--- src/rtl/rr_pkg.sv ---
package rr_pkg;
  typedef enum logic [1:0] {
    RC_INT  = 2'd0,
    RC_FP   = 2'd1,
    RC_MISC = 2'd2,
    RC_BAD  = 2'd3
  } reg_class_e;
endpackage

--- src/rtl/rr_class_decode.sv ---
module rr_class_decode
  import rr_pkg::*;
#(
  parameter int N_INT  = 8,
  parameter int N_FP   = 8,
  parameter int N_MISC = 4,
  parameter int AW     = 5
) (
  input  logic [AW-1:0] arch,
  output reg_class_e    cls,
  output logic [AW-1:0] rel
);
  localparam int FP_START   = N_INT;
  localparam int MISC_START = N_INT + N_FP;
  localparam int END_IDX    = N_INT + N_FP + N_MISC;

  always_comb begin
    if (arch < AW'(FP_START)) begin
      cls = RC_INT;
      rel = arch;
    end else if (arch < AW'(MISC_START)) begin
      cls = RC_FP;
      rel = arch - AW'(FP_START);
    end else if (arch < AW'(END_IDX)) begin
      cls = RC_MISC;
      rel = arch - AW'(MISC_START);
    end else begin
      cls = RC_BAD;
      rel = '0;
    end
  end
endmodule

--- src/rtl/rr_map_table.sv ---
module rr_map_table #(
  parameter int ENTRIES = 8,
  parameter int PW      = 6,
  parameter int BASE    = 0,
  localparam int LW     = $clog2(ENTRIES)
) (
  input  logic          clk,
  input  logic          rst,
  input  logic [LW-1:0] rd_a_idx,
  output logic [PW-1:0] rd_a_data,
  input  logic [LW-1:0] rd_b_idx,
  output logic [PW-1:0] rd_b_data,
  input  logic          wa_en,
  input  logic [LW-1:0] wa_idx,
  input  logic [PW-1:0] wa_data,
  input  logic          wb_en,
  input  logic [LW-1:0] wb_idx,
  input  logic [PW-1:0] wb_data
);
  logic [PW-1:0] map_q [ENTRIES];

  assign rd_a_data = map_q[rd_a_idx];
  assign rd_b_data = map_q[rd_b_idx];

  always_ff @(posedge clk) begin
    if (rst) begin
      for (int i = 0; i < ENTRIES; i++) map_q[i] <= PW'(BASE + i);
    end else begin
      if (wb_en) map_q[wb_idx] <= wb_data;
      if (wa_en) map_q[wa_idx] <= wa_data;
    end
  end
endmodule

--- src/rtl/rr_free_list.sv ---
module rr_free_list #(
  parameter int FIRST = 8,
  parameter int COUNT = 8,
  parameter int PW    = 6,
  localparam int CW   = $clog2(COUNT + 1)
) (
  input  logic          clk,
  input  logic          rst,
  input  logic          pop,
  output logic          empty,
  output logic [PW-1:0] head,
  output logic [CW-1:0] avail
);
  logic [CW-1:0] taken_q;

  assign avail = CW'(COUNT) - taken_q;
  assign empty = (taken_q == CW'(COUNT));
  assign head  = PW'(FIRST) + PW'(taken_q);

  always_ff @(posedge clk) begin
    if (rst) taken_q <= '0;
    else if (pop && !empty) taken_q <= taken_q + CW'(1);
  end
endmodule

--- src/rtl/reg_rename_table.sv ---
module reg_rename_table
  import rr_pkg::*;
#(
  parameter int NUM_INT_ARCH = 8,
  parameter int NUM_FP_ARCH  = 8,
  parameter int NUM_MISC     = 4,
  parameter int NUM_INT_PHYS = 16,
  parameter int NUM_FP_PHYS  = 16,
  parameter int INT_ZERO     = 0,
  parameter int FP_ZERO      = 0,
  parameter bit FP_HAS_ZERO  = 1'b1,
  localparam int AW = $clog2(NUM_INT_ARCH + NUM_FP_ARCH + NUM_MISC + 1),
  localparam int PW = $clog2(NUM_INT_PHYS + NUM_FP_PHYS + NUM_MISC)
) (
  input  logic          clk,
  input  logic          rst,
  input  logic          ren_valid,
  input  logic [AW-1:0] ren_arch,
  input  logic          lkp_valid,
  input  logic [AW-1:0] lkp_arch,
  input  logic          set_valid,
  input  logic [AW-1:0] set_arch,
  input  logic [PW-1:0] set_phys,
  output logic          ren_done,
  output logic          ren_stall,
  output logic          ren_err,
  output logic [PW-1:0] ren_new,
  output logic [PW-1:0] ren_prev,
  output logic          lkp_done,
  output logic          lkp_err,
  output logic [PW-1:0] lkp_phys,
  output logic          set_err
);
  localparam int FP_BASE   = NUM_INT_PHYS;
  localparam int MISC_BASE = NUM_INT_PHYS + NUM_FP_PHYS;
  localparam int INT_FREE  = NUM_INT_PHYS - NUM_INT_ARCH;
  localparam int FP_FREE   = NUM_FP_PHYS - NUM_FP_ARCH;
  localparam int IW        = $clog2(NUM_INT_ARCH);
  localparam int FW        = $clog2(NUM_FP_ARCH);
  localparam int ICW       = $clog2(INT_FREE + 1);
  localparam int FCW       = $clog2(FP_FREE + 1);

  reg_class_e    ren_cls, lkp_cls, set_cls;
  logic [AW-1:0] ren_rel, lkp_rel, set_rel;

  rr_class_decode #(.N_INT(NUM_INT_ARCH), .N_FP(NUM_FP_ARCH), .N_MISC(NUM_MISC), .AW(AW))
    u_dec_ren (.arch(ren_arch), .cls(ren_cls), .rel(ren_rel));
  rr_class_decode #(.N_INT(NUM_INT_ARCH), .N_FP(NUM_FP_ARCH), .N_MISC(NUM_MISC), .AW(AW))
    u_dec_lkp (.arch(lkp_arch), .cls(lkp_cls), .rel(lkp_rel));
  rr_class_decode #(.N_INT(NUM_INT_ARCH), .N_FP(NUM_FP_ARCH), .N_MISC(NUM_MISC), .AW(AW))
    u_dec_set (.arch(set_arch), .cls(set_cls), .rel(set_rel));

  logic          int_pop, fp_pop, int_empty, fp_empty;
  logic [PW-1:0] int_head, fp_head;
  logic [ICW-1:0] int_avail;
  logic [FCW-1:0] fp_avail;

  rr_free_list #(.FIRST(NUM_INT_ARCH), .COUNT(INT_FREE), .PW(PW)) u_int_pool (
    .clk(clk), .rst(rst), .pop(int_pop), .empty(int_empty), .head(int_head), .avail(int_avail));
  rr_free_list #(.FIRST(FP_BASE + NUM_FP_ARCH), .COUNT(FP_FREE), .PW(PW)) u_fp_pool (
    .clk(clk), .rst(rst), .pop(fp_pop), .empty(fp_empty), .head(fp_head), .avail(fp_avail));

  logic [PW-1:0] int_rd_ren, int_rd_lkp, fp_rd_ren, fp_rd_lkp;
  logic          int_set_en, fp_set_en;

  assign int_set_en = set_valid && (set_cls == RC_INT);
  assign fp_set_en  = set_valid && (set_cls == RC_FP);

  rr_map_table #(.ENTRIES(NUM_INT_ARCH), .PW(PW), .BASE(0)) u_int_map (
    .clk(clk), .rst(rst),
    .rd_a_idx(ren_rel[IW-1:0]), .rd_a_data(int_rd_ren),
    .rd_b_idx(lkp_rel[IW-1:0]), .rd_b_data(int_rd_lkp),
    .wa_en(int_set_en), .wa_idx(set_rel[IW-1:0]), .wa_data(set_phys),
    .wb_en(int_pop), .wb_idx(ren_rel[IW-1:0]), .wb_data(int_head));
  rr_map_table #(.ENTRIES(NUM_FP_ARCH), .PW(PW), .BASE(FP_BASE)) u_fp_map (
    .clk(clk), .rst(rst),
    .rd_a_idx(ren_rel[FW-1:0]), .rd_a_data(fp_rd_ren),
    .rd_b_idx(lkp_rel[FW-1:0]), .rd_b_data(fp_rd_lkp),
    .wa_en(fp_set_en), .wa_idx(set_rel[FW-1:0]), .wa_data(set_phys),
    .wb_en(fp_pop), .wb_idx(ren_rel[FW-1:0]), .wb_data(fp_head));

  // zero-register detection; the floating-point class may be built without one
  logic int_zero_hit, fp_zero_hit;
  assign int_zero_hit = (ren_rel == AW'(INT_ZERO));
  generate
    if (FP_HAS_ZERO) begin : g_fp_zero
      assign fp_zero_hit = (ren_rel == AW'(FP_ZERO));
    end else begin : g_fp_nozero
      assign fp_zero_hit = 1'b0;
    end
  endgenerate

  logic          collide;
  logic          n_stall, n_rerr, n_lerr, n_serr;
  logic [PW-1:0] n_new, n_prev, n_lphys;

  assign collide = ren_valid && set_valid && (ren_arch == set_arch) &&
                   (ren_cls == RC_INT || ren_cls == RC_FP);

  always_comb begin
    int_pop = 1'b0;
    fp_pop  = 1'b0;
    n_stall = 1'b0;
    n_rerr  = 1'b0;
    n_new   = '0;
    n_prev  = '0;
    if (ren_valid) begin
      unique case (ren_cls)
        RC_INT: begin
          if (collide) n_stall = 1'b1;
          else if (int_zero_hit) begin
            n_new  = PW'(INT_ZERO);
            n_prev = PW'(INT_ZERO);
          end else if (int_empty) n_stall = 1'b1;
          else begin
            int_pop = 1'b1;
            n_new   = int_head;
            n_prev  = int_rd_ren;
          end
        end
        RC_FP: begin
          if (collide) n_stall = 1'b1;
          else if (fp_zero_hit) begin
            n_new  = PW'(FP_BASE + FP_ZERO);
            n_prev = PW'(FP_BASE + FP_ZERO);
          end else if (fp_empty) n_stall = 1'b1;
          else begin
            fp_pop = 1'b1;
            n_new  = fp_head;
            n_prev = fp_rd_ren;
          end
        end
        RC_MISC: begin
          n_new  = PW'(MISC_BASE) + PW'(ren_rel);
          n_prev = PW'(MISC_BASE) + PW'(ren_rel);
        end
        default: n_rerr = 1'b1;
      endcase
    end
  end

  always_comb begin
    n_lerr  = 1'b0;
    n_lphys = '0;
    unique case (lkp_cls)
      RC_INT:  n_lphys = int_rd_lkp;
      RC_FP:   n_lphys = fp_rd_lkp;
      RC_MISC: n_lphys = PW'(MISC_BASE) + PW'(lkp_rel);
      default: n_lerr  = 1'b1;
    endcase
  end

  always_comb begin
    n_serr = 1'b0;
    if (set_valid) begin
      if (set_cls == RC_BAD) n_serr = 1'b1;
      else if (set_cls == RC_MISC) n_serr = (set_phys != PW'(MISC_BASE) + PW'(set_rel));
    end
  end

  always_ff @(posedge clk) begin
    if (rst) begin
      ren_done  <= 1'b0;
      ren_stall <= 1'b0;
      ren_err   <= 1'b0;
      ren_new   <= '0;
      ren_prev  <= '0;
      lkp_done  <= 1'b0;
      lkp_err   <= 1'b0;
      lkp_phys  <= '0;
      set_err   <= 1'b0;
    end else begin
      ren_done  <= ren_valid;
      ren_stall <= n_stall;
      ren_err   <= n_rerr;
      ren_new   <= n_new;
      ren_prev  <= n_prev;
      lkp_done  <= lkp_valid;
      lkp_err   <= lkp_valid && n_lerr;
      lkp_phys  <= lkp_valid ? n_lphys : '0;
      set_err   <= n_serr;
    end
  end
endmodule

--- config.mk ---
export PLATFORM = sky130hd
export DESIGN_NAME = reg_rename_table
export DESIGN_NICKNAME = d
export VERILOG_FILES = /design/src/rtl/rr_pkg.sv /design/src/rtl/rr_class_decode.sv /design/src/rtl/rr_map_table.sv /design/src/rtl/rr_free_list.sv /design/src/rtl/reg_rename_table.sv
export SDC_FILE = /design/constraint.sdc
export NUM_CORES = 1
export LEC_CHECK = 0
export BUFFER_PORTS_ARGS = -buffer_cell sky130_fd_sc_hd__buf_2
export CORE_ASPECT_RATIO = 1.1
export CORE_MARGIN = 5
export CORE_UTILIZATION = 30
export CTS_CLUSTER_SIZE = 25
export DETAILED_ROUTE_END_ITERATION = 7
export PLACE_DENSITY = 0.53
export SKIP_CTS_REPAIR_TIMING = 1
export SYNTH_ARGS = -nofsm -noshare
export SYNTH_HDL_FRONTEND = slang
export SYNTH_SLANG_ARGS = --single-unit
--- constraint.sdc ---
create_clock -name clk -period 2.73 [get_ports clk]
set_input_delay 0.819 -clock clk [delete_from_list [all_inputs] [get_ports clk]]
set_output_delay 0.819 -clock clk [all_outputs]
set_load 0.005 [all_outputs]
Word-level counts from Yosys, hierarchy flattened. Memories as Yosys holds them, arrays and structs flattened. Index checks and enable logic that the tools add are counted.

Logic and storage cells: 153. Memories: 2. Bits in registers: 32. RAM bits: 96.

Memory list: u_fp_map.map_q (depth 8, bits a word 6, read ports 2, clocked after Yosys merged registers in 0, wr ports 8, line rr_map_table.sv:20) `logic [PW-1:0] map_q [ENTRIES];`; u_int_map.map_q (depth 8, bits a word 6, read ports 2, clocked after Yosys merged registers in 0, wr ports 8, line rr_map_table.sv:20).

Add/sub/neg operators: 13. Reduce and logical (&&, ||, !) cells: 24. $lt $le $gt $ge: 9. Mux-type cells: 80. Bitwise gates (word level): 3. Eq/ne operators: 11.

Operators by type and width (number): $mux 6 (16); $pmux 6 s3 (3); $mux 5 (9); $mux 1 (41); $lt 5x5->1 const B (6); $reduce_or 6->1 (4); $add 6x5->6 const A (3); $lt 5x4->1 const B (3); $sub 5x4->5 const B (3); $sub 5x5->5 const B (3); $mux 2 (6); $mux 3 (4); $add 4x1->4 const B (2); $eq 2x2->1 const B (4); $eq 4x4->1 const B (2); $logic_and 1x1->1 (8); $add 5x4->6 const A (1); $eq 2x1->1 const B (3); $logic_not 2->1 (3); $ne 6x6->1 (1); $reduce_or 2->1 (3); $reduce_or 3->1 (2); $add 4x4->5 const A (1); $eq 5x5->1 (1); other kinds (5) (8).

Longest topological paths before layout. Gate-level depths: netlist of the first run.

Word-level depth: 15. Mapped depth: 8. Depth with buffers taken out: 7.

Modules after synthesis. Synthesis of the first run repeated with hierarchy kept, for this count alone.

Cell total of the unflattened synthesis: 683. Area total of the unflattened synthesis: 8389.3 um^2.

By module, submodules not included: rr_map_table (u_int_map) (cells each 242, sequential area each 1441.4 um^2, area an instance 3276.9 um^2, times used 1); rr_map_table (u_fp_map) (cells each 240, sequential area each 1441.4 um^2, area an instance 3270.6 um^2, times used 1); reg_rename_table (cells each 115, sequential area each 480.5 um^2, area an instance 1152.4 um^2, times used 1); rr_free_list (u_int_pool) (cells each 30, sequential area each 80.1 um^2, area an instance 260.2 um^2, times used 1); rr_free_list (u_fp_pool) (cells each 29, sequential area each 80.1 um^2, area an instance 256.5 um^2, times used 1); rr_class_decode (cells each 9, sequential area each 0.0 um^2, area an instance 57.6 um^2, times used 3).

Worst setup path after synthesis of the first run. OpenSTA, ideal clock, no wires.

Path type: input to register. From: input port set_arch[3]. To: memory u_int_map.map_q[1][0], enable pin. Required time: 2.457 ns. Data arrival time: 2.323 ns. Cell stages on the path: 6. Slack: 0.134 ns. Path through: buf_2 > xor2_1 > or3_4 > o21ai_2 > nor3_2 > a211o_1.

RTL lines: start, declared (line reg_rename_table.sv:22) `input logic [AW-1:0] set_arch,`; end, declared (line rr_map_table.sv:20).

==> PnR_summary.wiki, run 1 <==
{| class="wikitable"
! Metric !! Value
|-
| Pin count of the biggest net entering global routing || 32
|-
| Clock transition at the registers of the reported paths || 0.05 ns
|-
| Total placed instance area || 0.00878 sq mm
|-
| Most used DFF post-synth || sky130_fd_sc_hd__edfxtp_1
|-
| Data arrival time of the critical path || 2.47 ns
|-
| Number of flops mapped to enable cells by yosys || 96
|-
| Slew at the pin with the worst max-slew slack || 0.665 ns
|-
| Number of library cell types mapped by synthesis || 77
|-
| Die ar. || 0.0281 sq mm
|-
| Core Footprint || 0.0245 sq mm
|-
| Total power of the final layout || 0.00512 W
|-
| Final routed wire length divided by cell count || 26.0 microns
|-
| CTS H-tree lvls || 4
|-
| Sequential area share after synthesis || 0.473
|-
| Max Cap Violations || 0
|-
| Dpl hpwl || 22.5 mm
|-
| Worst setup margin || 0.360 ns
|-
| Critical path fanouts, max || 7
|-
| Wire length of the first global-routing pass || 43.6 mm
|-
| DP Worst Slack || -0.00371 ns
|-
| Number of antenna violations at the first check in global routing || 1
|-
| Post-route cell area || 0.00938 sq mm
|-
| Buffer type at the clock tree root || sky130_fd_sc_hd__clkbuf_16
|-
| Antenna viol nets, final || 0
|-
| DP Cell Count || 1119
|-
| Critical Path End Type || register
|-
| Worst hold-check slack || 0.546 ns
|-
| Total number of vias || 6905
|-
| Yosys reg bits || 128
|-
| Count of nets after finishing || 858
|-
| Iteration-0 DRC count of the detailed router || 945
|-
| Total congestion overflow after global routing || 0
|-
| Total clock buffers created by CTS || 17
|-
| Initial cell density of the core || 0.304
|-
| Number of placed I/O pins || 50
|-
| Share of synthesized flip-flops with an asynchronous set or reset || 0
|-
| Filler cell count in the final layout || 2403
|-
| Areal power density over the cells || 546 mW/mm^2
|-
| Cells after Synth || 706
|-
| First-pass DRT Iterations || 5
|-
| Clock Sink Count || 128
|-
| Maximum buffer depth of the clock tree || 2
|-
| Number of vias per cell after detailed routing || 5.99
|-
| Synth Cell Area || 0.00745 sq mm
|-
| Setup violation total in the final timing report || 0
|-
| GP Congestion || 0.974
|-
| Min cycle time layout || 2.37 ns
|-
| Total track usage || 0.210
|-
| I/O Buffers || 49
|-
| Via count of the first global-routing pass || 6693
|-
| Final cell count without fillers || 1152
|-
| Peak supply drop || 0.339 mV
|-
| Type of the worst setup path || register to register
|-
| Critical path startpoint category || register
|-
| Final wirelength || 29.9 mm
|-
| Post-Syn Area per Cell || 10.5 sq um
|-
| Synthesis warning total || 0
|-
| TritonCTS clock tree || yes
|-
| Static leakage || 3.45 nW
|-
| Multi-input logic area || 0.00360 sq mm
|-
| Number of pins exceeding their max-slew limit in the final report || 0
|-
| Data required, critical path || 2.83 ns
|-
| FMAX || 0.422 GHz
|-
| Most frequent standard cell in the layout excluding fill and tap cells || sky130_fd_sc_hd__buf_4
|-
| Source-to-sink clock delay at the later pin of the worst-skew pair || 0.42 ns
|-
| Classification of the worst-slack hold path || register to register
|-
| Largest clock skew in the final design || 0.00751 ns
|-
| Unrepaired setup endpoints after global routing || false
|-
| Post-Synthesis Net Count || 736
|-
| Most used cells in the layout excluding fill and tap cells || 110 x sky130_fd_sc_hd__buf_4, 96 x sky130_fd_sc_hd__edfxtp_1, 52 x sky130_fd_sc_hd__nand2_1, 49 x sky130_fd_sc_hd__buf_2, 42 x sky130_fd_sc_hd__nor2_1
|-
| Final hold vios || 0
|-
| Die Height || 175 microns
|-
| Status || completed
|-
| Worst slew slack as a fraction of its limit || 0.555
|-
| Syn-to-layout area delta || 25.9%
|-
| Placement row count || 60
|-
| Residual DRC count || 0
|-
| Layout cells sized above 1 || 0.279
|-
| Flip-flop and latch area || 0.00352 sq mm
|-
| Horizontal extent of the die || 160 microns
|-
| Period Utilization, post-route || 0.868
|}
[flip-flops by register name, indices dropped and copies added, names as in the netlist, 4 cells and up]
name / flops
u_fp_pool.taken_q: 4
ren_prev: 6
u_fp_map.map_q: 48
u_int_pool.taken_q: 4
ren_new: 6
u_int_map.map_q: 48
lkp_phys: 6
[worst max-delay path, stage by stage (launching register included)]
cell and delay, ns:
sky130_fd_sc_hd__dfxtp_1 0.41, sky130_fd_sc_hd__clkinv_1 0.12, sky130_fd_sc_hd__ha_1 0.22, sky130_fd_sc_hd__nand3b_1 0.22, sky130_fd_sc_hd__nand2_1 0.13, sky130_fd_sc_hd__nor3_2 0.57, sky130_fd_sc_hd__a211o_1 0.38
[through the flow]
stage           util  TNS, ns
2_1_floorplan      -        0
3_3_place_gp   0.359  -0.0176
3_5_place_dp   0.359  -0.0287
4_1_cts        0.383        0
5_1_grt        0.383        0
6_report       0.383        0
[cell usage after synthesis (16+ instances only)]
master,n,share of area
sky130_fd_sc_hd__a21oi_1,17,0.011
sky130_fd_sc_hd__edfxtp_1,96,0.39
sky130_fd_sc_hd__mux2i_1,21,0.028
sky130_fd_sc_hd__nor2b_1,16,0.013
sky130_fd_sc_hd__nand3_1,18,0.012
sky130_fd_sc_hd__a211o_1,18,0.021
sky130_fd_sc_hd__a32oi_1,17,0.020
sky130_fd_sc_hd__buf_2,25,0.017
sky130_fd_sc_hd__a221oi_1,16,0.019
sky130_fd_sc_hd__nor2_1,42,0.021
sky130_fd_sc_hd__clkbuf_1,36,0.018
sky130_fd_sc_hd__and2_1,21,0.018
sky130_fd_sc_hd__nand2_1,52,0.026
sky130_fd_sc_hd__a32o_1,17,0.023
sky130_fd_sc_hd__dfxtp_1,32,0.086
sky130_fd_sc_hd__a211oi_1,16,0.016
[path summary, 6_finish.rpt]
kind | from | to | slack (ns) | cells past startpoint
worst max-delay path | u_fp_pool.taken_q[0] | u_fp_map.map_q[6][1] | 0.36 | 6
worst min-delay path | u_fp_pool.taken_q[1] | u_fp_pool.taken_q[1] | 0.55 | 2
worst max register to register | u_fp_pool.taken_q[0] | u_fp_map.map_q[6][1] | 0.36 | 6
worst min register to register | u_fp_pool.taken_q[1] | u_fp_pool.taken_q[1] | 0.55 | 2
[cell families after synthesis]
logic type	after synthesis	synth area share
adders and majority gates	4	0.00672
AOI/OAI and AO/OA	222	0.245
xor gates and xnor gates	6	0.00706
DFF	128	0.473
buffers and inverters	77	0.0430
muxes	36	0.0554
and+or+nand+nor	233	0.170
[final cells by class]
class | instances | area share
Antenna cell | 1 | 0.000267
Clock buffer | 25 | 0.0562
Clock inverter | 7 | 0.00721
Inverter | 14 | 0.00561
Multi-Input combinational cell | 501 | 0.384
Sequential cell | 128 | 0.376
Tap cell | 310 | 0.0414
Timing Repair Buffer | 166 | 0.129
[report_power, final]
part	switching [W]	total, W	internal (W)
Sequential	0.0000498	0.00220	0.00215
Combinational	0.000406	0.000647	0.000242
Clock	0.000842	0.00227	0.00143
Total	0.00130	0.00512	0.00382
[metal layers]
layer | vias up | track usage | share of wire
li1 | 3086 | - | -
met1 | 3281 | 0.281 | 0.40
met2 | 470 | 0.322 | 0.45
met3 | 68 | 0.0545 | 0.11
met4 | 0 | 0.0904 | 0.041
met5 | - | 0 | 0
No activity file was read; power rests on OpenSTA's default activity.
==> inputs of run 2 (changes only) <==
- CELL_PAD_IN_SITES_DETAIL_PLACEMENT: default -> 1
- CELL_PAD_IN_SITES_GLOBAL_PLACEMENT: default -> 2
- PLACE_DENSITY: 0.53 -> 0.71
==> PnR_summary.wiki, run 2 (same netlist as run 1, synthesis figures left out) <==
{| class="wikitable"
! Metric !! Value
|-
| Flip-flop and latch area || 0.00352 sq mm (unchanged)
|-
| Data arrival time of the critical path || 3.06 ns (was 2.47 ns)
|-
| Number of vias per cell after detailed routing || 6.18 (was 5.99)
|-
| Number of antenna violations at the first check in global routing || 0 (was 1)
|-
| Total congestion overflow after global routing || 0 (unchanged)
|-
| Type of the worst setup path || input port to register (was register to register)
|-
| Die ar. || 0.0281 sq mm (unchanged)
|-
| GP Congestion || 1.02 (was 0.974)
|-
| Clock transition at the registers of the reported paths || 0.06 ns (was 0.05 ns)
|-
| Regs by FF count || u_fp_map.map_q x48, u_int_map.map_q x48 (unchanged)
|-
| Setup violation total in the final timing report || 0 (unchanged)
|-
| Count of nets after finishing || 873 (was 858)
|-
| Start point of the worst hold path || u_fp_pool.taken_q[0] (was u_fp_pool.taken_q[1])
|-
| Final routed wire length divided by cell count || 29.0 microns (was 26.0 microns)
|-
| Most frequent standard cell in the layout excluding fill and tap cells || sky130_fd_sc_hd__buf_4 (unchanged)
|-
| Clock network power share || 0.451 (was 0.444)
|-
| Power Internal || 0.00389 W (was 0.00382 W)
|-
| Maximum buffer depth of the clock tree || 2 (unchanged)
|-
| Number of placed I/O pins || 50 (unchanged)
|-
| Share of total power in combinational logic || 0.129 (was 0.126)
|-
| Max Cap Violations || 0 (unchanged)
|-
| Most used cells in the layout excluding fill and tap cells || 126 x sky130_fd_sc_hd__buf_4, 96 x sky130_fd_sc_hd__edfxtp_1, 52 x sky130_fd_sc_hd__nand2_1, 49 x sky130_fd_sc_hd__buf_2, 42 x sky130_fd_sc_hd__nor2_1 (was 110 x sky130_fd_sc_hd__buf_4, 96 x sky130_fd_sc_hd__edfxtp_1, 52 x sky130_fd_sc_hd__nand2_1, 49 x sky130_fd_sc_hd__buf_2, 42 x sky130_fd_sc_hd__nor2_1)
|-
| Total clock buffers created by CTS || 17 (unchanged)
|-
| Dpl hpwl || 26.2 mm (was 22.5 mm)
|-
| Critical path startpoint category || input port (was register)
|-
| Sequential power share || 0.420 (was 0.430)
|-
| Filler cell count in the final layout || 2736 (was 2403)
|-
| Summed negative setup slack over all endpoints || 0 ns (unchanged)
|-
| Iteration-0 DRC count of the detailed router || 753 (was 945)
|-
| Initial cell density of the core || 0.304 (unchanged)
|-
| Syn-to-layout area delta || 27.5% (was 25.9%)
|-
| Total buffers and inverters traversed by the critical path || 2 (was 1)
|-
| Horizontal extent of the die || 160 microns (unchanged)
|-
| Static leakage || 3.51 nW (was 3.45 nW)
|-
| Switching part of the total power || 0.259 (was 0.254)
|-
| Post-route cell area || 0.00950 sq mm (was 0.00938 sq mm)
|-
| Min cycle time layout || 2.70 ns (was 2.37 ns)
|-
| CTS H-tree lvls || 4 (unchanged)
|-
| Critical path fanouts, max || 6 (was 7)
|-
| Via count of the first global-routing pass || 7333 (was 6693)
|-
| Worst slew slack as a fraction of its limit || 0.275 (was 0.555)
|-
| Worst Reg2Reg Path Length in Cells || 6 (unchanged)
|-
| Period Utilization, post-route || 0.991 (was 0.868)
|-
| Worst path depth || 7 (was 6)
|-
| Startpoint of the worst setup timing path || lkp_arch[3] (was u_fp_pool.taken_q[0])
|-
| Placement row count || 60 (unchanged)
|-
| Data required, critical path || 3.09 ns (was 2.83 ns)
|-
| Total track usage || 0.237 (was 0.210)
|-
| I/O Buffers || 49 (unchanged)
|-
| Number of pins exceeding their max-slew limit in the final report || 0 (unchanged)
|-
| Core Footprint || 0.0245 sq mm (unchanged)
|-
| Final wirelength || 33.8 mm (was 29.9 mm)
|-
| Hold Path Cell Cnt || 2 (unchanged)
|-
| Areal power density over the cells || 553 mW/mm^2 (was 546 mW/mm^2)
|-
| Largest clock skew in the final design || 0.00705 ns (was 0.00751 ns)
|-
| Peak supply drop || 0.346 mV (was 0.339 mV)
|-
| Critical register-to-register path startpoint || u_int_pool.taken_q[0] (was u_fp_pool.taken_q[0])
|-
| Family with the most delay on the worst path || compound AO/OA/AOI/OAI gates (was simple AND/OR/NAND/NOR gates)
|-
| Status || completed (unchanged)
|-
| Critical-path cell list || buf_2 > o21ai_1 > and2_1 > mux2i_1 > a2111oi_0 > buf_4 > o41a_1 (was clkinv_1 > ha_1 > nand3b_1 > nand2_1 > nor3_2 > a211o_1)
|-
| Multi-input logic area || 0.00360 sq mm (about the same)
|-
| Critical Path End Type || register (unchanged)
|-
| Pin count of the biggest net entering global routing || 32 (unchanged)
|-
| Total placed instance area || 0.00888 sq mm (was 0.00878 sq mm)
|-
| Wire length of the first global-routing pass || 49.1 mm (was 43.6 mm)
|-
| Net switching component of the power || 0.00136 W (was 0.00130 W)
|-
| Unrepaired setup endpoints after global routing || false (unchanged)
|-
| Buffer type at the clock tree root || sky130_fd_sc_hd__clkbuf_16 (unchanged)
|-
| Slew at the pin with the worst max-slew slack || 1.06 ns (was 0.665 ns)
|-
| Count of antenna diodes in the layout || 0 (was 1)
|-
| TritonCTS clock tree || yes (unchanged)
|-
| Final hold vios || 0 (unchanged)
|-
| Die Height || 175 microns (unchanged)
|-
| Delay of the slowest critical-path stage || 0.95 ns (was 0.57 ns)
|-
| Clock Sink Count || 128 (unchanged)
|-
| Total number of vias || 7211 (was 6905)
|-
| Residual DRC count || 0 (unchanged)
|-
| Classification of the worst-slack hold path || register to register (unchanged)
|-
| Source-to-sink clock delay at the later pin of the worst-skew pair || 0.42 ns (about the same)
|-
| Crit-path slowest cell || sky130_fd_sc_hd__a2111oi_0 (was sky130_fd_sc_hd__nor3_2)
|-
| First-pass DRT Iterations || 5 (unchanged)
|-
| Antenna viol nets, final || 0 (unchanged)
|-
| Layout cells sized above 1 || 0.293 (was 0.279)
|-
| FMAX || 0.370 GHz (was 0.422 GHz)
|}
## run 2: changes by cell type in the layout (fill, tap and decap cells not counted), sizes merged
cell	previous run	this run
buf	166	181
clkbuf	25	20
clkinvlp	1	5
inv	15	12
bufinv	1	3
clkinv	4	6
diode	1	0
## run 2: cell type report
type / count / area share
Inverter: 14 / 0.00553
Sequential cell: 128 / 0.371
Clock inverter: 12 / 0.0167
Clock buffer: 20 / 0.0481
Tap cell: 310 / 0.0408
Timing Repair Buffer: 181 / 0.138
Multi-Input combinational cell: 501 / 0.380
## run 2: worst paths after layout
kind                                end  slack, ns
setup / recovery            lkp_phys[3]       0.03
hold / removal     u_fp_pool.taken_q[0]       0.55
setup reg to reg  u_int_map.map_q[1][3]       0.20
hold reg to reg    u_fp_pool.taken_q[0]       0.55
## run 2: power groups by stage
stage	registers (W)	logic [W]	clock network [W]
6_report	0.00221	0.000675	0.00237
4_1_cts	0.00220	0.000667	0.00240
3_3_place_gp	0.00224	0.000652	0
3_5_place_dp	0.00224	0.000662	0
2_1_floorplan	0.00221	0.000348	0
5_1_grt	0.00221	0.000709	0.00248
## run 2: worst min-delay path: cells and delay by family (launching register included)
family / cells / cell delay, ns
flops: 1 / 0.35
compound gates: 2 / 0.15
## run 2: layer usage
metal	GRT usage	up-vias	routed length [microns]	share of wire
met3	0.0368	87	2610	0.077
met5	0	-	0	0
met2	0.394	356	16100	0.47
li1	-	3111	-	-
met4	0.0986	0	1300	0.038
met1	0.307	3657	13900	0.41
## run 2: through the flow
step / hold WS (ns) / std cells / power [W] / worst slack [ns] / util
2_1_floorplan: 0.491 / 706 / 0.00256 / 0.134 / -
3_3_place_gp: 0.518 / 1134 / 0.00290 / -0.313 / 0.363
3_5_place_dp: 0.535 / 1134 / 0.00291 / -0.409 / 0.363
4_1_cts: 0.545 / 1166 / 0.00527 / 0.00333 / 0.388
5_1_grt: 0.601 / 1166 / 0.00540 / 0.0711 / 0.388
6_report: 0.547 / 1166 / 0.00525 / 0.0259 / 0.388
==> inputs of run 3 (changes only) <==
- PLACE_DENSITY: 0.71 -> 0.68
- SYNTH_HIERARCHICAL: default -> 1
==> PnR_summary.wiki, run 3 <==
{| class="wikitable"
! Metric !! Value
|-
| Core Footprint || 0.0276 sq mm (was 0.0245 sq mm)
|-
| Pin count of the biggest net entering global routing || 36 (was 32)
|-
| Static leakage || 4.02 nW (was 3.51 nW)
|-
| Residual DRC count || 0 (unchanged)
|-
| Wire length on met3 || 1.33 mm (was 2.61 mm)
|-
| Layout cells sized above 1 || 0.510 (was 0.293)
|-
| Peak supply drop || 0.423 mV (was 0.346 mV)
|-
| Data required, critical path || 3.02 ns (was 3.09 ns)
|-
| Critical path fanouts, max || 27 (was 6)
|-
| Fin util || 0.384 (was 0.388)
|-
| I/O Buffers || 49 (unchanged)
|-
| Max Cap Violations || 0 (unchanged)
|-
| Top Metal Used || met5 (was met4)
|-
| FMAX || 0.373 GHz (was 0.370 GHz)
|-
| Total power of the final layout || 0.00505 W (was 0.00525 W)
|-
| Wire length on met2 || 14.1 mm (was 16.1 mm)
|-
| Antenna viol nets, final || 0 (unchanged)
|-
| Total clock buffers created by CTS || 17 (unchanged)
|-
| Classification of the worst-slack hold path || register to register (unchanged)
|-
| CTS H-tree lvls || 4 (unchanged)
|-
| Initial cell density of the core || 0.302 (was 0.304)
|-
| Unrepaired setup endpoints after global routing || true (was false)
|-
| Cells after Synth || 677 (was 706)
|-
| Buffer type at the clock tree root || sky130_fd_sc_hd__clkbuf_16 (unchanged)
|-
| Iteration-0 DRC count of the detailed router || 322 (was 753)
|-
| Multi-input logic area || 0.00475 sq mm (was 0.00360 sq mm)
|-
| Syn-to-layout area delta || 27.0% (was 27.5%)
|-
| Worst slew slack as a fraction of its limit || 0.581 (was 0.275)
|-
| Clock Sink Count || 128 (unchanged)
|-
| Total track usage || 0.182 (was 0.237)
|-
| Number of pins exceeding their max-slew limit in the final report || 0 (unchanged)
|-
| First-pass DRT Iterations || 5 (unchanged)
|-
| Crit-path slowest cell || sky130_fd_sc_hd__mux4_2 (was sky130_fd_sc_hd__a2111oi_0)
|-
| Number of placed I/O pins || 50 (unchanged)
|-
| Wire length of the first global-routing pass || 42.5 mm (was 49.1 mm)
|-
| Maximum buffer depth of the clock tree || 2 (unchanged)
|-
| Status || completed (unchanged)
|-
| Hold Path Cell Cnt || 3 (was 2)
|-
| Top cell by count, worst path || sky130_fd_sc_hd__buf_4
|-
| Source-to-sink clock delay at the later pin of the worst-skew pair || 0.43 ns (was 0.42 ns)
|-
| Most used cells in the layout excluding fill and tap cells || 107 x sky130_fd_sc_hd__buf_4, 96 x sky130_fd_sc_hd__edfxtp_1, 86 x sky130_fd_sc_hd__mux2_2, 57 x sky130_fd_sc_hd__nor2_1 (was 126 x sky130_fd_sc_hd__buf_4, 96 x sky130_fd_sc_hd__edfxtp_1, 52 x sky130_fd_sc_hd__nand2_1, 49 x sky130_fd_sc_hd__buf_2, 42 x sky130_fd_sc_hd__nor2_1)
|-
| Number of antenna violations at the first check in global routing || 1 (was 0)
|-
| Final wirelength || 28.2 mm (was 33.8 mm)
|-
| Areal power density over the cells || 477 mW/mm^2 (was 553 mW/mm^2)
|-
| Summed negative setup slack over all endpoints || 0 ns (unchanged)
|-
| DP Worst Slack || -0.443 ns (was -0.409 ns)
|-
| Min cycle time layout || 2.68 ns (was 2.70 ns)
|-
| Filler cell count in the final layout || 2958 (was 2736)
|-
| Horizontal extent of the die || 169 microns (was 160 microns)
|-
| Detailed-routing wirelength on met1 || 12.1 mm (was 13.9 mm)
|-
| Final routed wire length divided by cell count || 23.6 microns (was 29.0 microns)
|-
| Delay of the slowest critical-path stage || 0.40 ns (was 0.95 ns)
|-
| Die ar. || 0.0313 sq mm (was 0.0281 sq mm)
|-
| Worst Reg2Reg Path Length in Cells || 9 (was 6)
|-
| Die Height || 185 microns (was 175 microns)
|-
| Total number of vias || 6245 (was 7211)
|-
| Count of nets after finishing || 847 (was 873)
|-
| Placement row count || 64 (was 60)
|-
| Synth Cell Area || 0.00834 sq mm (was 0.00745 sq mm)
|-
| Clock transition at the registers of the reported paths || 0.06 ns (about the same)
|-
| Count of antenna diodes in the layout || 0 (unchanged)
|-
| TritonCTS clock tree || yes (unchanged)
|-
| Critical-path cell list || buf_4 > and2b_4 > buf_4 > buf_4 > mux4_2 > mux2_2 > a221o_1 (was buf_2 > o21ai_1 > and2_1 > mux2i_1 > a2111oi_0 > buf_4 > o41a_1)
|-
| Final hold vios || 0 (unchanged)
|-
| Period Utilization, post-route || 0.983 (was 0.991)
|-
| Critical path startpoint category || input port (unchanged)
|-
| Data arrival time of the critical path || 2.97 ns (was 3.06 ns)
|-
| GP Congestion || 0.840 (was 1.02)
|-
| Dpl hpwl || 20.9 mm (was 26.2 mm)
|-
| Synthesis warning total || 6 (was 0)
|-
| Setup violation total in the final timing report || 0 (unchanged)
|-
| Type of the worst setup path || input port to register (unchanged)
|-
| Via count of the first global-routing pass || 6785 (was 7333)
|-
| Total congestion overflow after global routing || 0 (unchanged)
|-
| Regs by FF count || u_fp_map/map_q x48, u_int_map/map_q x48 (was u_fp_map.map_q x48, u_int_map.map_q x48)
|-
| Worst setup margin || 0.0475 ns (was 0.0259 ns)
|-
| Most frequent standard cell in the layout excluding fill and tap cells || sky130_fd_sc_hd__buf_4 (unchanged)
|-
| Flip-flop and latch area || 0.00353 sq mm (was 0.00352 sq mm)
|-
| Slew at the pin with the worst max-slew slack || 0.627 ns (was 1.06 ns)
|-
| Number of vias per cell after detailed routing || 5.23 (was 6.18)
|-
| Post-Syn Area per Cell || 12.3 sq um (was 10.5 sq um)
|-
| Largest clock skew in the final design || 0.0109 ns (was 0.00705 ns)
|-
| Critical Path End Type || register (unchanged)
|}
[run 3: per-stage QoR]
stage | cells | instance area, sq um | hold slack (ns)
final | 1193 | 10600 | 0.565
after global routing | 1193 | 10600 | 0.588
after CTS | 1190 | 10500 | 0.571
after detailed placement | 1158 | 9970 | 0.561
after global placement | 1158 | 9970 | 0.537
after floorplan | 680 | 8600 | 0.497
[run 3: cell type report]
cell class                 instances  area share
clock inverter                    12     0.00744
clock buffer                      20      0.0440
inverter                          15     0.00531
timing repair buffer             167       0.119
tap                              363      0.0429
multi-input combinational        488       0.448
sequential                       128       0.333
[run 3: final timing paths]
path	slack, ns	startpoint	to
setup reg to reg	0.10	u_int_pool/taken_q[0]	u_int_map/map_q[1][0]
setup / recovery	0.05	ren_arch[4]	ren_prev[0]
hold reg to reg	0.57	u_int_pool/taken_q[0]	u_int_pool/taken_q[0]
hold / removal	0.57	u_int_pool/taken_q[0]	u_int_pool/taken_q[0]
[run 3: layer usage]
metal / vias up / global-route usage
met1: 3180 / 0.229
met2: 162 / 0.317
met3: 33 / 0.0378
li1: 2868 / -
met4: 2 / 0.0522
met5: - / 0
[run 3: worst max-delay path: cells and delay by family]
family	cells	cell delay [ns]
mux	2	0.70
simple gates	1	0.24
buf+inv	3	0.81
compound gates	1	0.37
[run 3: report_power, final]
group / internal [W] / total, W / switching, W
clock network: 0.00123 / 0.00213 / 0.000901
logic: 0.000344 / 0.000735 / 0.000392
registers: 0.00215 / 0.00218 / 0.0000317
